<file path="src/rtl/await_seq_pkg.sv">
package await_seq_pkg;

    typedef enum logic [1:0] {
        AW_HALT   = 2'b00,
        AW_TIME   = 2'b01,
        AW_SIG    = 2'b10,
        AW_EITHER = 2'b11
    } aw_kind_e;

    typedef enum logic [2:0] {
        ST_IDLE,
        ST_HALT,
        ST_TIME,
        ST_SIG,
        ST_EITHER
    } aw_state_e;

endpackage

</file>
<file path="src/rtl/await_sig_pick.sv">
module await_sig_pick #(
    parameter int NUM_SIG = 16,
    parameter int SEL_W   = 4
) (
    input  logic [NUM_SIG-1:0] sig_i,
    input  logic [SEL_W-1:0]   sel_i,
    output logic               hit_o
);

    always_comb begin
        hit_o = 1'b0;
        for (int k = 0; k < NUM_SIG; k++) begin
            if (sel_i == SEL_W'(k)) begin
                hit_o = sig_i[k];
            end
        end
    end

endmodule

</file>
<file path="src/rtl/await_delay_cnt.sv">
module await_delay_cnt #(
    parameter int CNT_W = 8
) (
    input  logic             clk_i,
    input  logic             rst_ni,
    input  logic             load_i,
    input  logic [CNT_W-1:0] load_val_i,
    input  logic             run_i,
    output logic             last_o
);

    logic [CNT_W-1:0] cnt_d, cnt_q;

    always_comb begin
        cnt_d = cnt_q;
        if (load_i) begin
            // a zero count is promoted to a single cycle
            cnt_d = (load_val_i == '0) ? CNT_W'(1) : load_val_i;
        end else if (run_i && (cnt_q > CNT_W'(1))) begin
            cnt_d = cnt_q - CNT_W'(1);
        end
    end

    always_ff @(posedge clk_i) begin
        if (!rst_ni) begin
            cnt_q <= '0;
        end else begin
            cnt_q <= cnt_d;
        end
    end

    assign last_o = (cnt_q == CNT_W'(1));

endmodule

</file>
<file path="src/rtl/await_tick_ctr.sv">
module await_tick_ctr #(
    parameter int TICK_W = 16
) (
    input  logic              clk_i,
    input  logic              rst_ni,
    input  logic              adv_i,
    output logic [TICK_W-1:0] cnt_o
);

    logic [TICK_W-1:0] cnt_d, cnt_q;

    always_comb begin
        cnt_d = cnt_q;
        if (adv_i) begin
            cnt_d = cnt_q + TICK_W'(1);
        end
    end

    always_ff @(posedge clk_i) begin
        if (!rst_ni) begin
            cnt_q <= '0;
        end else begin
            cnt_q <= cnt_d;
        end
    end

    assign cnt_o = cnt_q;

endmodule

</file>
<file path="src/rtl/reactive_await_seq.sv">
module reactive_await_seq
    import await_seq_pkg::*;
#(
    parameter int NUM_SIG = 16,
    parameter int CNT_W   = 8,
    parameter int ADDR_W  = 13,
    parameter int TICK_W  = 16,
    localparam int SEL_W  = (NUM_SIG > 1) ? $clog2(NUM_SIG) : 1
) (
    input  logic              clk_i,
    input  logic              rst_ni,
    input  logic              start_i,
    input  logic [1:0]        kind_i,
    input  logic [CNT_W-1:0]  count_i,
    input  logic [SEL_W-1:0]  sel_a_i,
    input  logic [SEL_W-1:0]  sel_b_i,
    input  logic              ld_i,
    input  logic [ADDR_W-1:0] ld_addr_i,
    input  logic [NUM_SIG-1:0] sig_i,
    input  logic              redirect_i,
    output logic              stall_o,
    output logic              branch_o,
    output logic [ADDR_W-1:0] target_o,
    output logic              tick_o,
    output logic [TICK_W-1:0] tick_cnt_o
);

    localparam int NUM_SEL = 2;

    typedef struct packed {
        aw_state_e         st;
        logic [SEL_W-1:0]  sel_a;
        logic [SEL_W-1:0]  sel_b;
        logic [ADDR_W-1:0] alt;
        logic [ADDR_W-1:0] tgt;
        logic              tick;
        logic              br;
    } seq_state_t;

    seq_state_t s_d, s_q;

    logic             accept;
    logic             time_last;
    logic [NUM_SEL-1:0] hit;
    logic [SEL_W-1:0] sel_arr [NUM_SEL];

    assign sel_arr[0] = s_q.sel_a;
    assign sel_arr[1] = s_q.sel_b;

    // one selector per awaited signal slot
    for (genvar g = 0; g < NUM_SEL; g++) begin : g_pick
        await_sig_pick #(
            .NUM_SIG (NUM_SIG),
            .SEL_W   (SEL_W)
        ) u_pick (
            .sig_i (sig_i),
            .sel_i (sel_arr[g]),
            .hit_o (hit[g])
        );
    end

    assign accept = start_i && (s_q.st == ST_IDLE) && !redirect_i;

    await_delay_cnt #(
        .CNT_W (CNT_W)
    ) u_delay (
        .clk_i      (clk_i),
        .rst_ni     (rst_ni),
        .load_i     (accept && (aw_kind_e'(kind_i) == AW_TIME)),
        .load_val_i (count_i),
        .run_i      (s_q.st == ST_TIME),
        .last_o     (time_last)
    );

    await_tick_ctr #(
        .TICK_W (TICK_W)
    ) u_ticks (
        .clk_i  (clk_i),
        .rst_ni (rst_ni),
        .adv_i  (accept),
        .cnt_o  (tick_cnt_o)
    );

    always_comb begin
        s_d      = s_q;
        s_d.tick = 1'b0;
        s_d.br   = 1'b0;
        if (ld_i) begin
            s_d.alt = ld_addr_i;
        end
        if (redirect_i) begin
            s_d.st = ST_IDLE;
        end else begin
            unique case (s_q.st)
                ST_IDLE: begin
                    if (start_i) begin
                        s_d.tick  = 1'b1;
                        s_d.sel_a = sel_a_i;
                        s_d.sel_b = sel_b_i;
                        unique case (aw_kind_e'(kind_i))
                            AW_HALT:   s_d.st = ST_HALT;
                            AW_TIME:   s_d.st = ST_TIME;
                            AW_SIG:    s_d.st = ST_SIG;
                            AW_EITHER: s_d.st = ST_EITHER;
                            default:   s_d.st = ST_HALT;
                        endcase
                    end
                end
                ST_TIME: begin
                    if (time_last) begin
                        s_d.st = ST_IDLE;
                    end
                end
                ST_SIG: begin
                    if (hit[0]) begin
                        s_d.st = ST_IDLE;
                    end
                end
                ST_EITHER: begin
                    // first slot has precedence over the second
                    if (hit[0]) begin
                        s_d.st = ST_IDLE;
                    end else if (hit[1]) begin
                        s_d.st  = ST_IDLE;
                        s_d.br  = 1'b1;
                        s_d.tgt = ld_i ? ld_addr_i : s_q.alt;
                    end
                end
                ST_HALT: begin
                    s_d.st = ST_HALT;
                end
                default: begin
                    s_d.st = ST_IDLE;
                end
            endcase
        end
    end

    always_ff @(posedge clk_i) begin
        if (!rst_ni) begin
            s_q <= '{st: ST_IDLE, default: '0};
        end else begin
            s_q <= s_d;
        end
    end

    assign stall_o  = (s_q.st != ST_IDLE);
    assign branch_o = s_q.br;
    assign target_o = s_q.tgt;
    assign tick_o   = s_q.tick;

endmodule

</file>
<file path="config.mk">
export PLATFORM = sky130hd
export DESIGN_NAME = reactive_await_seq
export DESIGN_NICKNAME = d
export VERILOG_FILES = /design/src/rtl/await_seq_pkg.sv /design/src/rtl/await_sig_pick.sv /design/src/rtl/await_delay_cnt.sv /design/src/rtl/await_tick_ctr.sv /design/src/rtl/reactive_await_seq.sv
export SDC_FILE = /design/constraint.sdc
export NUM_CORES = 1
export LEC_CHECK = 0
export BUFFER_PORTS_ARGS = -buffer_cell sky130_fd_sc_hd__clkbuf_2
export CORE_ASPECT_RATIO = 0.7
export CORE_MARGIN = 3
export CORE_UTILIZATION = 29
export CTS_CLUSTER_SIZE = 10
export DETAILED_ROUTE_END_ITERATION = 10
export PLACE_DENSITY_LB_ADDON = 0.3
export SYNTH_ARGS = -nofsm -noshare
export SYNTH_HDL_FRONTEND = slang
export SYNTH_SLANG_ARGS = --single-unit
</file>
<file path="constraint.sdc">
create_clock -name clk_i -period 3.25 [get_ports clk_i]
set_input_delay 0.4875 -clock clk_i [delete_from_list [all_inputs] [get_ports clk_i]]
set_output_delay 0.4875 -clock clk_i [all_outputs]
set_load 0.1 [all_outputs]
</file>
### Word level (Yosys, flattened, before mapping)

Cells that the tools add are included.

| operators by class | value |
|---|---|
| add/sub/neg operators | 2 |
| mux-type cells | 45 |
| $lt $le $gt $ge | 1 |
| reductions and logical operators | 18 |
| bitwise operators | 5 |
| equality and inequality tests | 42 |

Operators with widths:

| kind | number |
|---|---|
| == test 4 bit (second input constant) | 16 |
| 2-to-1 mux 1 bit | 34 |
| == test 4 x 3 -> 1 bit (second input constant) | 8 |
| 2-to-1 mux 8 bit | 3 |
| adder 16 x 1 -> 16 bit (second input constant) | 1 |
| == test 4 x 2 -> 1 bit (second input constant) | 4 |
| case mux 3 bit (5 select lines) | 1 |
| 2-to-1 mux 13 bit | 1 |
| 2-to-1 mux 3 bit | 4 |
| case mux 3 bit (4 select lines) | 1 |
| 2-to-1 mux 11 bit | 1 |
| == test 4 x 1 -> 1 bit (second input constant) | 2 |
| == test 8 x 1 -> 1 bit (second input constant) | 1 |
| > comparator 8 x 1 -> 1 bit (second input constant) | 1 |
| logical NOT 4 bit | 2 |
| logical NOT 8 bit | 1 |
| AND reduction 4 bit | 2 |
| subtractor 8 x 1 -> 8 bit (second input constant) | 1 |
| == test 3 x 2 -> 1 bit (second input constant) | 2 |
| NOT 1 bit | 5 |
| == test 2 bit (second input constant) | 2 |
| logical AND 1 bit | 4 |
| inequality test 2 bit (second input constant) | 2 |
| OR reduction 4 bit | 1 |
| other kinds (13) | 13 |

| word-level totals | value |
|---|---|
| bits of input ports | 52 |
| register bits | 63 |
| output and inout bits | 32 |
| logic and storage cells | 122 |

### Longest topological paths before layout

Gate-level depths: netlist of the first run.

| logic depth | value |
|---|---|
| depth in word-level cells | 20 |
| gate-level depth with buffers | 8 |
| gate-level depth less buffers | 7 |

### Hierarchy

A second synthesis of the first run with hierarchy kept.

| second synthesis, totals | value |
|---|---|
| cells, all modules | 347 |
| area, all modules | 3,313.2 µm² |

Modules (own cells, without submodules):

| module | cells an instance | seq. area each (µm²) | times used | area each (µm²) |
|---|---|---|---|---|
| reactive_await_seq | 166 | 780.7 | 1 | 1,695.4 |
| await_tick_ctr | 83 | 320.3 | 1 | 744.5 |
| await_delay_cnt | 66 | 160.2 | 1 | 533.0 |
| await_sig_pick | 16 | 0.0 | 2 | 170.2 |

### Worst setup path after synthesis of the first run

OpenSTA, ideal clock, no wires.

| timing | value |
|---|---|
| path kind | flip-flop to flip-flop |
| from | register u_ticks.cnt_q[3] (netlist: u_ticks.cnt_o[3]) |
| to | register u_ticks.cnt_q[11] (netlist: u_ticks.cnt_o[11]) |
| arrival time | 2.127 ns |
| path buffers | 0 |
| path slack | 1.008 ns |
| cell stages (with the launch flop) | 7 |
| library setup time | 0.115 ns |
| cells stage by stage | dfxtp_1 and4_1 nand4_1 nor2_1 nand2_1 xnor2_1 and2_1 |

| on the way | value |
|---|---|
| longest elaborated chain between the ends | 1 |

RTL lines:

| element | line | source |
|---|---|---|
| start, declared | await_tick_ctr.sv:10 | `logic [TICK_W-1:0] cnt_d, cnt_q;` |
| start signal, assigned | await_tick_ctr.sv:23 | `cnt_q <= cnt_d;` |
| adder 16 x 1 -> 16 bit | await_tick_ctr.sv:15 | `cnt_d = cnt_q + TICK_W'(1);` |

No other way between the ends.
A chain may end at the register's enable or synchronous reset.

### Worst setup path in the final report of the first run

| timing | value |
|---|---|
| from | register s_q[33] (netlist bit) |
| to | register s_q (netlist bit target_o[6]) |

| on the way | value |
|---|---|
| longest elaborated chain between the ends | 19 |

RTL lines:

| element | line | source |
|---|---|---|
| start, declared | reactive_await_seq.sv:40 | `seq_state_t s_d, s_q;` |
| start signal, assigned | reactive_await_seq.sv:141 | `s_q <= '{st: ST_IDLE, default: '0};` |
| start signal, assigned | reactive_await_seq.sv:143 | `s_q <= s_d;` |
| logical NOT 4 bit | await_sig_pick.sv:13 | `if (sel_i == SEL_W'(k)) begin` |
| 2-to-1 mux 1 bit (15 in series) | await_sig_pick.sv:13 |  |
| 2-to-1 mux 1 bit * | await_sig_pick.sv:13 |  |
| NOT 1 bit (no source line) * | -- |  |
| AND reduction 4 bit (no source line) * | -- |  |

Every way passes the cells marked *; elsewhere a longest branch is shown, timed or not.

==> results of run 1 <==
## routing by layer
| metal | part of all wire | track usage | up-vias | routed length [µm] |
|---|---|---|---|---|
| met2 | 0.42 | 0.172 | 62 | 2900 |
| met5 | 0 | 0 | - | 0 |
| li1 | - | - | 1240 | - |
| met1 | 0.52 | 0.169 | 1097 | 3660 |
| met3 | 0.052 | 0.0455 | 4 | 361 |
| met4 | 0.0072 | 0.0363 | 0 | 50 |
## worst paths after layout
kind	end	depth (start not counted)	slack, ps	start
max	target_o[6]	6	920	s_q[33]
min	s_q[30]	3	410	sel_b_i[2]
max reg2reg	target_o[6]	6	920	s_q[33]
min reg2reg	s_q[18]	2	500	s_q[18]
## power by group through the flow
stage | clock network (mW) | registers [mW] | logic, mW
finish | 1.03 | 0.816 | 0.187
global placement | 0 | 0.831 | 0.186
floorplan | 0 | 0.839 | 0.118
detailed placement | 0 | 0.832 | 0.189
global route | 1.10 | 0.819 | 0.208
CTS | 1.07 | 0.816 | 0.190
## state kept, by name, indices dropped and copies added, names as in the netlist
name           count
branch_o           1
s_q               24
target_o          13
tick_o             1
u_delay.cnt_q      8
u_ticks.cnt_o     16
## per-stage QoR
stage / worst slack (ps) / std cells
after floorplan: 1010 / 321
after global placement: 897 / 506
after detailed placement: 883 / 506
after CTS: 898 / 522
after global routing: 793 / 522
final: 918 / 522
## cell usage in the layout (no fill, tap or decap), types with 2 or more instances in the layout
master / netlist / final
dfxtp_1: 63 / 63
clkbuf_8: 0 / 2
or3_1: 3 / 3
mux2_2: 4 / 4
o21ai_0: 10 / 10
or4_1: 2 / 2
o211ai_1: 3 / 3
nand3b_1: 2 / 2
clkbuf_16: 0 / 9
buf_4: 14 / 3
xor2_1: 12 / 12
mux4_1: 4 / 4
clkbuf_1: 9 / 2
and2_1: 16 / 16
nand4_1: 5 / 5
nand3_1: 8 / 8
mux2i_1: 30 / 30
o21a_1: 2 / 2
a32oi_1: 2 / 2
nor3_1: 2 / 2
xnor2_1: 9 / 9
nor2_1: 49 / 49
ha_1: 7 / 7
mux2_4: 10 / 10
clkbuf_2: 0 / 83
inv_1: 7 / 7
a21oi_1: 9 / 9
nand2_1: 12 / 12
and3_1: 6 / 6
bufinv_16: 0 / 2
a211oi_1: 2 / 2
## cell type report
class | count | area (µm²)
Fill cell | 1019 | 6200
Multi-Input combinational cell | 222 | 1650
Sequential cell | 63 | 1260
Timing Repair Buffer | 86 | 438
Clock buffer | 13 | 260
Tap cell | 128 | 160
Clock inverter | 3 | 65.1
Inverter | 7 | 26.3
## critical path, stage by stage (launching register included)
cell and delay, ps:
dfxtp_1 470, mux4_1 620, mux2i_1 150, mux2_4 180, nand3_2 80, nand3b_4 330
mux2_4 370
## cell families after synthesis
group	Yosys count	synth area share
DFF	63	0.405
AOI/OAI and AO/OA	33	0.0651
and+or+nand+nor	113	0.184
muxes	48	0.193
adders and majority gates	7	0.0281
xor gates and xnor gates	21	0.0591
buffers and inverters	36	0.0659
==> flow_summary.ini, run 1 <==
[floorplanning]
die_x_um = 130
die_area_um2 = 12000
core_um2 = 10100
start_util = 0.310
fp-row-count = 30
pin_count = 84
die_h_um = 92.7

[place]
hpwlAfterDp_um = 5240
dpl-instance-area_um2 = 3530
io_buffers = 83
gp_congestion = 0.740

[synthesis]
synth_top_cell_area_share = 0.405
synth-seq-cells = 63
netlist_top_cells_area = dfxtp_1, mux2i_1, nor2_1
yosys.cell_count.top_type = dfxtp_1
synth.yosys.seq_area_share = 0.405
synth_common_cells = dfxtp_1, nor2_1, mux2i_1
async_flop_share = 0
syn_area_per_cell_um2 = 9.70
synth_nets = 380
synth_edf_count = 0
synth_cells = 321
syn_area_um2 = 3110
ys_warn_count = 0
synth.largest_area_cell = dfxtp_1
synth.distinct_cells = 43
ys.flop_type = dfxtp_1

[clocking]
worstSkewPairLatency_ps = 320
postCtsHoldBufs = 0
cts.htree.levels = 3
cts_root_buffer = clkbuf_16
post_cts_buffers = 0
cts_tree = yes
ctsResizeCount = 0
numCtsBuffers = 9
clk_pin_slew_ps = 50
cts.path.max_buffers = 2
clock-sinks = 63

[routing]
drtIter0Drc = 94
dr.pass1.iters = 4
vias_per_cell = 4.60
routed_wirelength_um = 6980
avgRoutedWirePerCell_um = 13.4
drc_errors = 0
num_vias = 2403
ant_nets = 0

[worst_setup_path]
setup.worst_path.class = flop to flop
cp_max_fo = 14
end_kind = flop
crit_required_ps = 3450
cp.arrival_ps = 2540
start_kind = flop

[pwr]
pwr-share-comb = 0.092
internal_power_mw = 1.59
leakage_nw = 1.73
pwr_density_cell_nw_per_um2 = 527
power_frac_seq = 0.401
peakVddDrop_uv = 211
pwr-share-clk = 0.507
p_sw_mw = 0.446
total_power_mw = 2.03
power.share.switching = 0.219

[global_route]
grt_pass1_vias = 2331
grt_max_degree = 29
grt_pass1_wl_um = 11400
antenna_found_initial = 0
grt_overflow = 0
grt.total_usage = 0.121

[sta]
final.setup_skew_ps = 2.73
holdWs_ps = 409
slew_headroom = 0.336
rsz0062_at_grt = false
finalSetupViolations = 0
worstMarginPinSlew_ps = 995
hold_viol = 0
max_freq_mhz = 429
finalSetupTns_ps = 0
slew_violations = 0
post-route-period-util = 0.717
fin_crit_ps = 2330

[run_status]
status = completed

[cells_and_area]
final_util = 0.384
diodes = 0
final_area_um2 = 3860
final_nets = 448
layout-drive-gt1-share = 0.294
area_growth_pct = 23.9

[flow_run]
drv_cap = 0

[min_path]
hold_path.class = input pin to flop
No activity file was read; power rests on OpenSTA's default activity.
==> run 2: changes to the inputs <==
Clock period 3.25 ns to 2 ns, I/O delays scaled along.
==> flow_summary.ini, run 2 (same netlist as run 1, synthesis figures left out) <==
[worst_setup_path]
cp.arrival_ps = 2350
crit_required_ps = 2210
setup.worst_path.class = flop to flop
cp_slowest_cell = mux4_2
reg2reg_to = target_o[6]
cp_max_fo = 14
end_kind = flop
reg2regPathDepth = 7
timing.rr.start = s_q[33]
critical_path_buf_inv_count = 1
r2r_slack_ps = -140
critical-path-max-stage-delay_ps = 540
worstPathCellList = mux4_2, mux2i_2, mux2_4, nand3_4, nand3b_4, buf_12, mux2_4
crit_family = multiplexers
crit_top_cell = mux2_4
start_kind = flop

[run_status]
violations = negative setup slack
status = finished with violations

[global_route]
antenna_found_initial = 0
grt.total_usage = 0.132
grt_overflow = 0
grt_max_degree = 23
grt_pass1_wl_um = 12300
grt_pass1_vias = 2441

[clocking]
cts_tree = yes
cts.path.max_buffers = 2
worstSkewPairLatency_ps = 330
cts.htree.levels = 3
clock-sinks = 63
clk_pin_slew_ps = 50
numCtsBuffers = 9
cts_root_buffer = clkbuf_16
postCtsHoldBufs = 0

[sta]
slew_headroom = 0.634
finalSetupViolations = 13
final.setup_skew_ps = 4.82
worstMarginPinSlew_ps = 551
rsz0062_at_grt = true
hold_viol = 0
slew_violations = 0
fin_ws_ps = -140
max_freq_mhz = 467
fin_crit_ps = 2140
holdWs_ps = 213
post-route-period-util = 1.07

[pwr]
peakVddDrop_uv = 394
leakage_nw = 1.78
pwr_density_cell_nw_per_um2 = 781

[cells_and_area]
diodes = 0
largest-register = s_q
final_area_um2 = 3950
fill_cells = 1029
layout_commonest_cell = clkbuf_2
largest_register_ffs = 24
area_growth_pct = 26.8
final_nets = 463
mostFrequentLayoutCells = clkbuf_2, dfxtp_1, nor2_1, mux2i_1, buf_4
layout-drive-gt1-share = 0.356

[min_path]
holdPathEnd = s_q[31]
hold_path.class = input pin to flop
hold_depth = 3
worstHoldStart = sel_b_i[3]

[floorplanning]
die_x_um = 130
die_h_um = 92.7
die_area_um2 = 12000
start_util = 0.310
core_um2 = 10100
fp-row-count = 30
pin_count = 84

[routing]
avgRoutedWirePerCell_um = 14.2
num_vias = 2502
ant_nets = 0
routed_wirelength_um = 7580
dr.pass1.iters = 4
vias_per_cell = 4.68
drc_errors = 0
drtIter0Drc = 72

[flow_run]
drv_cap = 0

[place]
hpwlAfterDp_um = 5660
gp_congestion = 0.746
io_buffers = 83
dpl-instance-area_um2 = 3630
run 2: stage by stage:
stage	instances	util	power, mW	setup TNS [ps]	setup WS [ps]
detailed placement	520	0.361	1.69	-2600	-212
global placement	520	0.361	1.68	-2840	-226
CTS	535	0.390	3.12	-1110	-97.1
floorplan	321	-	1.56	-204	-39.2
global route	535	0.393	3.22	-2730	-223
finish	535	0.393	3.08	-1680	-140
run 2: how the worst max path moves through the flow:
| stage | start | endpoint | slack [ps] | cells past startpoint |
|---|---|---|---|---|
| 2_1_floorplan | u_ticks.cnt_o[2] | u_ticks.cnt_o[11] | -40 | 6 |
| 3_3_place_gp | s_q[33] | target_o[7] | -230 | 6 |
| 3_5_place_dp | s_q[33] | target_o[7] | -210 | 6 |
| 4_1_cts | s_q[33] | target_o[7] | -100 | 7 |
| 5_1_grt | s_q[33] | target_o[6] | -220 | 7 |
| 6_report | s_q[33] | target_o[6] | -140 | 7 |
run 2: report_power, final:
part / switching, mW / total (mW) / internal (mW)
clock network: 0.520 / 1.41 / 0.889
registers: 0.0310 / 1.33 / 1.29
logic: 0.190 / 0.349 / 0.160
run 2: metal layers:
metal	up-vias	track usage	share of wire
met5	-	0	0
met4	0	0.0528	0.014
met3	8	0.0478	0.061
met2	64	0.194	0.45
met1	1173	0.176	0.48
li1	1257	-	-
run 2: area by class of cell:
cell class	instances	area, µm²	share of cell area
Clock buffer	13	260	0.0659
Clock inverter	1	5.00	0.00127
Inverter	7	26.3	0.00665
Multi-Input combinational cell	222	1660	0.420
Sequential cell	63	1270	0.323
Tap cell	128	160	0.0406
Timing Repair Buffer	101	563	0.143
run 2: what timing repair did:
item,in CTS,in global routing
resized for setup,2,6
setup endpoints to repair,13,18
pin swaps,0,2
buffers inserted,1,0
run 2: worst reg2reg max path, delay by kind of cell, from the launching register on:
family	cells	cell delay (ps)
simple gates	2	260
mux	4	1220
flops	1	390
buf+inv	1	170
==> run 3: changes to the inputs <==
Settings changed: REMOVE_ABC_BUFFERS set to 1.
==> flow_summary.ini, run 3 (same netlist as run 1, synthesis figures left out) <==
[cells_and_area]
largest-register = s_q
diodes = 0
mostFrequentLayoutCells = clkbuf_2, dfxtp_1, nor2_1, mux2i_1, buf_4
final_nets = 470
area_growth_pct = 28.6
layout_commonest_cell = clkbuf_2
largest_register_ffs = 24
fill_cells = 1008
final_util = 0.398
layout-drive-gt1-share = 0.353

[worst_setup_path]
reg2reg_to = target_o[8]
cp.arrival_ps = 2300
start_kind = flop
crit_required_ps = 2210
r2r_slack_ps = -90
crit_top_cell = mux2_4
cp_max_fo = 7
timing.rr.start = s_q[33]
worstPathCellList = mux4_2, mux2i_1, mux2_4, nand3_2, nand3b_4, clkbuf_16, mux2_4
setup.worst_path.class = flop to flop
cp_slowest_cell = mux4_2
critical-path-max-stage-delay_ps = 510
end_kind = flop
reg2regPathDepth = 7

[floorplanning]
pin_count = 84
die_area_um2 = 12000
start_util = 0.310
core_um2 = 10100
die_h_um = 92.7
die_x_um = 130
fp-row-count = 30

[global_route]
grt_pass1_vias = 2411
grt_overflow = 0
antenna_found_initial = 0
grt_pass1_wl_um = 11900
grt.total_usage = 0.125
grt_max_degree = 23

[sta]
max_freq_mhz = 478
rsz0062_at_grt = true
finalSetupViolations = 13
final.setup_skew_ps = 10.1
fin_crit_ps = 2090
finalSetupTns_ps = -1030
hold_viol = 0
post-route-period-util = 1.05
holdWs_ps = 212
fin_ws_ps = -93.2
slew_violations = 0
slew_headroom = 0.582
worstMarginPinSlew_ps = 627

[clocking]
postCtsHoldBufs = 0
numCtsBuffers = 9
cts.path.max_buffers = 2
cts_root_buffer = clkbuf_16
cts_tree = yes
worstSkewPairLatency_ps = 320
clk_pin_slew_ps = 50
cts.htree.levels = 3
clock-sinks = 63

[run_status]
violations = negative setup slack
status = finished with violations

[pwr]
pwr-share-clk = 0.451
pwr_density_cell_nw_per_um2 = 762
power.share.switching = 0.231
power_frac_seq = 0.434
leakage_nw = 1.81
peakVddDrop_uv = 366
p_sw_mw = 0.704
pwr-share-comb = 0.115
internal_power_mw = 2.35

[routing]
drc_errors = 0
ant_nets = 0
avgRoutedWirePerCell_um = 13.5
drtIter0Drc = 92
routed_wirelength_um = 7290
num_vias = 2484
vias_per_cell = 4.58
dr.pass1.iters = 4

[min_path]
hold_depth = 3
hold_path.class = input pin to flop
worstHoldStart = sel_b_i[1]
holdPathEnd = s_q[29]

[place]
dp_slack_ps = -179
io_buffers = 83
gp_congestion = 0.823
hpwlAfterDp_um = 5410

[flow_run]
drv_cap = 0
-- run 3: what timing repair did --
item / in CTS / in global routing
buffers inserted: 0 / 1
pin swaps: 0 / 1
endpoints found under the setup margin: 14 / 18
cloned: 0 / 1
resized for setup: 5 / 7
-- run 3: critical path: cells and delay by family (launching register included) --
kind	cells	cell delay, ps
flip-flops	1	390
multiplexers	4	1130
AND/OR/NAND/NOR	2	280
buffers and inverters	1	190
-- run 3: how the worst max path moves through the flow --
stage	from	endpoint	slack, ps	cells past startpoint
2_1_floorplan	s_q[37]	u_delay.cnt_q[0]	-270	5
4_1_cts	s_q[33]	target_o[9]	-90	7
3_5_place_dp	s_q[33]	target_o[10]	-180	7
3_3_place_gp	s_q[33]	target_o[10]	-130	7
5_1_grt	s_q[33]	target_o[8]	-160	7
6_report	s_q[33]	target_o[8]	-90	7
-- run 3: per-layer routing --
layer	wire length, µm	up-vias	track usage
li1	-	1276	-
met1	3660	1124	0.174
met2	3070	78	0.178
met3	478	6	0.0484
met4	85	0	0.0389
met5	0	-	0
-- run 3: area by class of cell --
type / instances / area [µm²] / share of cell area
multi-input cells: 222 / 1650 / 0.413
flip-flops and latches: 63 / 1270 / 0.316
repair buffers: 108 / 633 / 0.158
clock buffers: 13 / 260 / 0.0650
well taps: 128 / 160 / 0.0400
inverters: 7 / 26.3 / 0.00656
clock inverters: 1 / 5.00 / 0.00125
-- run 3: power groups by stage --
stage                     sequential, mW  clock, mW  combinational, mW
final                               1.32       1.38              0.351
after global routing                1.33       1.47              0.392
after CTS                           1.32       1.43              0.346
after detailed placement            1.35          0              0.343
after global placement              1.35          0              0.339
after floorplan                     1.37          0              0.162
-- run 3: stage by stage --
| stage | power (mW) | area (µm²) | cells |
|---|---|---|---|
| after floorplan | 1.54 | 2940 | 292 |
| after global placement | 1.69 | 3700 | 526 |
| after detailed placement | 1.69 | 3700 | 526 |
| after CTS | 3.10 | 3960 | 540 |
| after global routing | 3.19 | 4010 | 542 |
| final | 3.05 | 4010 | 542 |
